File: src/rtl/gfw_pkg.sv
package gfw_pkg;

  // Register select encoding shared by write and read paths.
  typedef enum logic [1:0] {
    SEL_CFG    = 2'd0,
    SEL_OWN_LO = 2'd1,
    SEL_OWN_HI = 2'd2,
    SEL_NONE   = 2'd3
  } regSelE;

  // Requester / owner code values.
  typedef enum logic [1:0] {
    REQ_CPU    = 2'd0,
    REQ_HOST   = 2'd1,
    REQ_COPROC = 2'd2,
    REQ_RSVD   = 2'd3
  } reqIdE;

  // Strobes from control to datapath.
  typedef struct packed {
    logic cfgWr;
    logic loWr;
    logic hiWr;
  } wrStrbT;

endpackage

File: src/rtl/gfw_ctrl.sv
module gfw_ctrl
  import gfw_pkg::*;
#(
  parameter int NGROUP = 4
) (
  input  logic                   wrEn,
  input  logic [1:0]             wrSel,
  input  logic [1:0]             reqId,
  input  logic [NGROUP-1:0][1:0] ownCode,
  output wrStrbT                 strb,
  output logic [NGROUP-1:0]      groupWe
);

  // Decode the target register of an active write.
  always_comb begin
    strb = '0;
    if (wrEn) begin
      unique case (wrSel)
        SEL_CFG:    strb.cfgWr = 1'b1;
        SEL_OWN_LO: strb.loWr  = 1'b1;
        SEL_OWN_HI: strb.hiWr  = 1'b1;
        default:    strb = '0;
      endcase
    end
  end

  // Per-group ownership match gates the configuration byte enables.
  for (genvar g = 0; g < NGROUP; g++) begin : gMatch
    logic ownerHit;
    assign ownerHit   = (ownCode[g] == reqId);
    assign groupWe[g] = strb.cfgWr & ownerHit;
  end

endmodule

File: src/rtl/gfw_datapath.sv
module gfw_datapath
  import gfw_pkg::*;
#(
  parameter int DATA_W  = 32,
  parameter int GROUP_W = 8
) (
  input  logic                          clk,
  input  logic                          rstN,
  input  wrStrbT                        strb,
  input  logic [DATA_W/GROUP_W-1:0]     groupWe,
  input  logic [DATA_W-1:0]             wrData,
  input  logic [1:0]                    rdSel,
  output logic [DATA_W-1:0]             cfgQ,
  output logic [DATA_W-1:0]             ownLoWord,
  output logic [DATA_W-1:0]             ownHiWord,
  output logic [DATA_W/GROUP_W-1:0][1:0] ownCode,
  output logic [DATA_W-1:0]             rdData
);

  localparam int NGROUP = DATA_W / GROUP_W;

  // Only one bit per group is stored for each owner register.
  logic [NGROUP-1:0] ownLoBits;
  logic [NGROUP-1:0] ownHiBits;
  logic [GROUP_W-1:0] cfgByte [NGROUP];

  always_ff @(posedge clk or negedge rstN) begin
    if (!rstN) begin
      ownLoBits <= '0;
      ownHiBits <= '0;
    end else begin
      for (int g = 0; g < NGROUP; g++) begin
        if (strb.loWr) ownLoBits[g] <= wrData[g*GROUP_W];
        if (strb.hiWr) ownHiBits[g] <= wrData[g*GROUP_W];
      end
    end
  end

  // One byte-enabled register per group.
  for (genvar g = 0; g < NGROUP; g++) begin : gCfg
    always_ff @(posedge clk or negedge rstN) begin
      if (!rstN)           cfgByte[g] <= '0;
      else if (groupWe[g]) cfgByte[g] <= wrData[g*GROUP_W +: GROUP_W];
    end
    assign cfgQ[g*GROUP_W +: GROUP_W] = cfgByte[g];
    assign ownCode[g] = {ownHiBits[g], ownLoBits[g]};
  end

  // Expand stored owner bits back to full-width readback words.
  always_comb begin
    ownLoWord = '0;
    ownHiWord = '0;
    for (int g = 0; g < NGROUP; g++) begin
      ownLoWord[g*GROUP_W] = ownLoBits[g];
      ownHiWord[g*GROUP_W] = ownHiBits[g];
    end
  end

  always_comb begin
    unique case (rdSel)
      SEL_CFG:    rdData = cfgQ;
      SEL_OWN_LO: rdData = ownLoWord;
      SEL_OWN_HI: rdData = ownHiWord;
      default:    rdData = '0;
    endcase
  end

endmodule

File: src/rtl/group_write_filter.sv
module group_write_filter
  import gfw_pkg::*;
#(
  parameter int DATA_W  = 32,
  parameter int GROUP_W = 8
) (
  input  logic              clk,
  input  logic              rstN,
  input  logic              wrEn,
  input  logic [1:0]        wrSel,
  input  logic [1:0]        reqId,
  input  logic [DATA_W-1:0] wrData,
  input  logic [1:0]        rdSel,
  output logic [DATA_W-1:0] rdData,
  output logic [DATA_W-1:0] cfgValue
);

  localparam int NGROUP = DATA_W / GROUP_W;

  wrStrbT                  strb;
  logic [NGROUP-1:0]       groupWe;
  logic [NGROUP-1:0][1:0]  ownCode;
  logic [DATA_W-1:0]       ownLoWord;
  logic [DATA_W-1:0]       ownHiWord;

  gfw_ctrl #(.NGROUP(NGROUP)) uCtrl (
    .wrEn    (wrEn),
    .wrSel   (wrSel),
    .reqId   (reqId),
    .ownCode (ownCode),
    .strb    (strb),
    .groupWe (groupWe)
  );

  gfw_datapath #(.DATA_W(DATA_W), .GROUP_W(GROUP_W)) uDp (
    .clk       (clk),
    .rstN      (rstN),
    .strb      (strb),
    .groupWe   (groupWe),
    .wrData    (wrData),
    .rdSel     (rdSel),
    .cfgQ      (cfgValue),
    .ownLoWord (ownLoWord),
    .ownHiWord (ownHiWord),
    .ownCode   (ownCode),
    .rdData    (rdData)
  );

endmodule

File: config.mk
export PLATFORM = sky130hd
export DESIGN_NAME = group_write_filter
export DESIGN_NICKNAME = d
export VERILOG_FILES = /design/src/rtl/gfw_pkg.sv /design/src/rtl/gfw_ctrl.sv /design/src/rtl/gfw_datapath.sv /design/src/rtl/group_write_filter.sv
export SDC_FILE = /design/constraint.sdc
export NUM_CORES = 1
export LEC_CHECK = 0
export ABC_CLOCK_PERIOD_IN_PS = 1950
export BUFFER_PORTS_ARGS = -buffer_cell sky130_fd_sc_hd__buf_2
export CAP_MARGIN = 15
export CORE_ASPECT_RATIO = 1.5
export CORE_MARGIN = 8
export CORE_UTILIZATION = 40
export CTS_CLUSTER_SIZE = 10
export DETAILED_ROUTE_END_ITERATION = 6
export PLACE_DENSITY = 0.69
export RECOVER_POWER = 100
export SETUP_SLACK_MARGIN = 0.5
export SLEW_MARGIN = 25
export SYNTH_ARGS = -nofsm -noshare
export SYNTH_HDL_FRONTEND = slang
export SYNTH_HIERARCHICAL = 1
export SYNTH_SLANG_ARGS = --single-unit
File: constraint.sdc
create_clock -name clk -period 1.95 [get_ports clk]
set_input_delay 0.39 -clock clk [delete_from_list [all_inputs] [get_ports clk]]
set_output_delay 0.39 -clock clk [all_outputs]
set_load 0.03 [all_outputs]
==> reports/qor.csv, run 1 <==
stage,metric,value,unit
route,ant_nets,0,
layout,syn_to_final_growth,40.5,%
clocking,ctsHoldBuffers,0,
worst_setup_path,crit_type,input port to output port,
clocking,htreeDepth,2,
global_route,antenna_found_initial,0,
placed_design,placed_cell_area,2590,um^2
clocking,insertion_delay,280,ps
sta,final.min_clock_period,1700,ps
worst_setup_path,ff2ff_path_depth,5,
route,drtIter0Drc,60,
layout,fill_cells,429,
clocking,tritoncts,built,
placed_design,io_buffers,104,
die,ios,105,
global_route,grt_pass1_vias,1563,
global_route,track_usage,14.2,%
power_and_ir_drop,power_leakage,1.22,nW
placed_design,placedCellCount,309,
worst_setup_path,cp_data_arrival_time,1310,ps
placed_design,dpl.hpwl,3.94,mm
hold_path,min-delay-start,wrData[6],
layout,layout.nets,298,
worst_setup_path,path_max_fanout,28,
global_route,grt_pass1_wl,8.10,mm
placed_design,gp_congestion,0.755,
sta,slew_viol_final,0,
hold_path,min_to,uDp/cfgQ[6],
layout,layout-drive-gt1-share,35.3,%
clocking,path_clk_slew,70,ps
logic_synthesis,ys.warnings.count,6,
sta,tightest_slew,1320,ps
sta,fin_ws,253,ps
worst_setup_path,reg2reg_to,uDp/cfgQ[18],
power_and_ir_drop,powerDensity,1490,nW/um^2
layout,diodes,0,
die,die_w,72.2,um
clocking,cts_buffer_depth,2,
sta,grt_setup_unrepaired,true,
worst_setup_path,reg2reg_slack,410,ps
route,wl_per_cell,16.4,um
worst_setup_path,crit_path_start_kind,input port,
die,dieArea,7240,um^2
clocking,numCtsBuffers,5,
layout,fin_util,58.6,%
sta,max_slew_margin,11.9,%
sta,setup_violations,0,
route,vias_per_cell,4.61,
job,maxCapViolCount,0,
logic_synthesis,avgSynthCellArea,13.4,um^2
die,placementRows,30,
route,drc,0,
worst_setup_path,end_kind,output port,
route,routed_wl,5.30,mm
logic_synthesis,syn_area,1890,um^2
clocking,clock-sinks,40,
hold_path,worst_hold_path.num_cells,2,
logic_synthesis,synth_cells,141,
sta,max_clock_freq,0.589,GHz
sta,final_hold_viol_count,0,
die,initial_utilization,41.7,%
die,die_y,100,um
worst_setup_path,critPathRequiredTime,1560,ps
sta,period_share,87.0,%
layout,design_area,2660,um^2
worst_setup_path,rr_startpoint,uDp/ownHiBits[2],
placed_design,dpl_worst_slack,225,ps
layout,final_cells,322,
global_route,overflow,0,
clocking,cts-root-buf,clkbuf_8,
sta,fin_tns_setup,0,ps
die,core,4540,um^2
logic_synthesis,synth_fp_nets,182,
hold_path,hold_class,input port to register,
route,vias,1486,
route,drt-pass1-iter-count,4,
power_and_ir_drop,ir_worst_vdd,670,uV
global_route,grt_max_degree,29,
sta,finClkSkew,2.58,ps
status,status,completed,
-- worst max path at each step --
stage / start / to / slack (ps) / cells after the start
4_1_cts: rdSel[0] / rdData[5] / 430 / 5
5_1_grt: rstN / uDp/ownHiBits[3] / 200 / 2
3_5_place_dp: wrSel[1] / uDp/cfgQ[27] / 220 / 5
3_3_place_gp: wrSel[1] / uDp/cfgQ[29] / 240 / 5
6_report: rdSel[0] / rdData[7] / 250 / 5
2_1_floorplan: wrSel[1] / uDp/cfgQ[0] / 430 / 4
-- cells in the final DEF, fill, tap and decap left out, drive strengths merged --
cell and n:
clkbuf 78, buf 46, dfrtp 40, mux2 40, and2 28, xor2 8
mux2i 4, o2bb2ai 4, nor3 4, nor2 2, and3b 1, or3b 1
nand2 1, and2b 1
-- per-layer routing --
layer / GRT usage, % / part of all wire, % / vias to the layer above
li1: - / - / 713
met1: 15.9 / 38 / 705
met4: 5.21 / 1.1 / 0
met5: 0 / 0 / -
met3: 5.59 / 9.2 / 4
met2: 23.5 / 51 / 64
-- report_power, final --
group	total (mW)	internal (mW)	switching [mW]	leakage [nW]
registers	1.47	1.20	0.270	0.485
clock network	0.549	0.288	0.261	0.0455
logic	1.94	0.606	1.34	0.687
total	3.96	2.10	1.87	1.22
-- registers in the layout (all words and copies together) (netlist names) --
signal	count
uDp/cfgQ	32
uDp/ownHiBits	4
uDp/ownLoBits	4
-- cell type report --
| type | count | area (um^2) | area share (%) |
|---|---|---|---|
| clock buffers | 8 | 90.1 | 3.39 |
| flip-flops and latches | 40 | 1000 | 37.6 |
| repair buffers | 116 | 558 | 21.0 |
| multi-input cells | 94 | 931 | 35.0 |
| well taps | 64 | 80.1 | 3.01 |
-- worst max-delay path, cell delays in order --
cell and delay, ps:
buf_4 150, nor2_4 120, buf_12 160, and2_2 150, clkbuf_1 330
-- metrics by stage --
stage	hold WS [ps]	power [mW]
5_1_grt	307	4.20
6_report	320	3.96
2_1_floorplan	94.4	2.84
3_3_place_gp	406	3.46
4_1_cts	95.6	4.17
3_5_place_dp	406	3.50
-- repair_timing --
| item | 4_1_cts | 5_1_grt |
|---|---|---|
| gates cloned | 0 | 0 |
| setup endpoints to repair | 32 | 64 |
| pin swaps | 0 | 5 |
| buffers inserted | 4 | 1 |
| gates resized for setup | 43 | 32 |
Note: power is estimated with default switching activity, not from simulation.
==> inputs of run 2 (changes only) <==
--- a/config.mk
+++ b/config.mk
@@ -14,7 +14,6 @@
 export CTS_CLUSTER_SIZE = 10
 export DETAILED_ROUTE_END_ITERATION = 6
 export PLACE_DENSITY = 0.69
-export RECOVER_POWER = 100
 export SETUP_SLACK_MARGIN = 0.5
 export SLEW_MARGIN = 25
 export SYNTH_ARGS = -nofsm -noshare
==> run 2 against run 1 <==
Combinational power grew 21%. Setup slack improved by 170 ps. Count of clock-buffer cells in the layout unchanged. Cell count unchanged. Critical path depth unchanged. Largest cell class is now multi-input gates. Sequential cell count unchanged. Via count grew 1.5%.
==> reports/qor.csv, run 2 (synthesis results as in run 1) <==
stage,metric,value,unit
worst_setup_path,slowest_stage,buf_12,
global_route,grt_pass1_wl,8.10,mm
worst_setup_path,crit_type,input port to output port,
global_route,antenna_found_initial,0,
layout,final_common_cell,buf_2,
worst_setup_path,path_max_fanout,28,
worst_setup_path,rr_startpoint,uDp/ownHiBits[3],
layout,largest_reg_flops,32,
sta,period_share,78.2,%
sta,slew_viol_final,0,
sta,final.min_clock_period,1520,ps
power_and_ir_drop,power_leakage,1.52,nW
worst_setup_path,reg2reg_to,uDp/cfgQ[29],
sta,tightest_slew,547,ps
sta,final_hold_viol_count,0,
worst_setup_path,ff2ff_path_depth,5,
worst_setup_path,cp_data_arrival_time,1130,ps
global_route,grt_pass1_vias,1563,
route,drt-pass1-iter-count,4,
route,wl_per_cell,16.7,um
worst_setup_path,crit_chain,"buf_4, nor2_4, buf_12, and2_2, buf_4",
worst_setup_path,crit_top_cell,buf_4,
placed_design,dpl.hpwl,3.94,mm
layout,layout.nets,298,
layout,diodes,0,
worst_setup_path,crit_buf_inv,3,
sta,max_slew_margin,63.5,%
worst_setup_path,cp_top_family,buffers and inverters,
global_route,track_usage,14.2,%
route,drtIter0Drc,65,
sta,grt_setup_unrepaired,true,
global_route,grt_max_degree,29,
die,ios,105,
die,initial_utilization,41.7,%
die,placementRows,30,
worst_setup_path,critPathRequiredTime,1560,ps
placed_design,io_buffers,104,
clocking,clock-sinks,40,
clocking,tritoncts,built,
worst_setup_path,crit_path_start_kind,input port,
sta,setup_violations,0,
die,dieArea,7240,um^2
clocking,ctsHoldBuffers,0,
clocking,insertion_delay,280,ps
status,status,completed,
route,ant_nets,0,
sta,fin_tns_setup,0,ps
layout,layout-drive-gt1-share,72.1,%
worst_setup_path,end_kind,output port,
global_route,overflow,0,
sta,max_clock_freq,0.656,GHz
sta,finClkSkew,2.75,ps
worst_setup_path,reg2reg_slack,530,ps
worst_setup_path,max_stage_delay,160,ps
clocking,numCtsBuffers,5,
route,drc,0,
power_and_ir_drop,total_power,4.38,mW
route,vias_per_cell,4.68,
clocking,cts_buffer_depth,2,
clocking,htreeDepth,2,
route,routed_wl,5.37,mm
placed_design,gp_congestion,0.755,
clocking,cts-root-buf,clkbuf_8,
job,maxCapViolCount,0,
hold_path,hold_class,input port to async pin,
power_and_ir_drop,ir_worst_vdd,693,uV
clocking,path_clk_slew,70,ps
layout,syn_to_final_growth,56.6,%
die,die_y,100,um
layout,final_cell_mix,"buf_2, dfrtp_1, buf_4, mux2_4, and2_2",
route,vias,1508,
die,core,4540,um^2
power_and_ir_drop,powerDensity,1480,nW/um^2
die,die_w,72.2,um
run 2: changes by cell type in the layout (fill, tap and decap cells not counted):
| cell | delta |
|---|---|
| buf_6 | +7 |
| mux2_4 | +23 |
| nor3_1 | -3 |
| and3b_1 | -1 |
| buf_2 | +33 |
| and3b_2 | +1 |
| buf_4 | +30 |
| clkbuf_2 | -2 |
| mux2_1 | -23 |
| or3b_1 | -1 |
| clkbuf_1 | -67 |
| clkbuf_4 | -1 |
| nor3_2 | +3 |
| or3b_4 | +1 |
run 2: per-layer routing:
| layer | track usage (%) | routed length, um |
|---|---|---|
| met3 | 5.59 | 513 |
| met5 | 0 | 0 |
| met4 | 5.21 | 51 |
| met1 | 15.9 | 2050 |
| met2 | 23.5 | 2760 |
run 2: timing repair:
action	4_1_cts	5_1_grt
endpoints found under the setup margin	32	64
pin swaps	0	5
gates resized for setup	43	32
setup buffers	4	1
run 2: final cells by class:
class,instances,area [um^2]
Fill cell,360,1580
Multi-Input combinational cell,94,1040
Sequential cell,40,1000
Timing Repair Buffer,116,758
Clock buffer,8,90.1
Tap cell,64,80.1
run 2: where the power goes:
group          total (mW)  leakage (nW)  internal [mW]  switching [mW]
logic                2.35         0.991          0.994            1.36
registers            1.48         0.485           1.20           0.275
clock network       0.548        0.0455          0.288           0.260
total                4.38          1.52           2.48            1.90
run 2: how the worst max path moves through the flow:
stage              endpoint  cells after the start    startpoint  slack [ps]
4_1_cts           rdData[5]                      5      rdSel[0]         430
6_report          rdData[7]                      5      rdSel[0]         430
5_1_grt          rdData[16]                      3  uDp/cfgQ[16]         390
2_1_floorplan   uDp/cfgQ[0]                      4      wrSel[1]         430
3_3_place_gp   uDp/cfgQ[29]                      5      wrSel[1]         240
3_5_place_dp   uDp/cfgQ[27]                      5      wrSel[1]         220
run 2: through the flow:
stage                     setup WS (ps)  instances  hold slack (ps)  cell area [um^2]  util (%)
after global placement              237        309              406              2590      57.1
after global routing                390        322              126              2970      65.3
after CTS                           429        321             95.6              2830      62.3
after detailed placement            225        309              406              2590      57.1
final                               426        322             84.3              2970      65.3
after floorplan                     428        141             94.4              2000         -
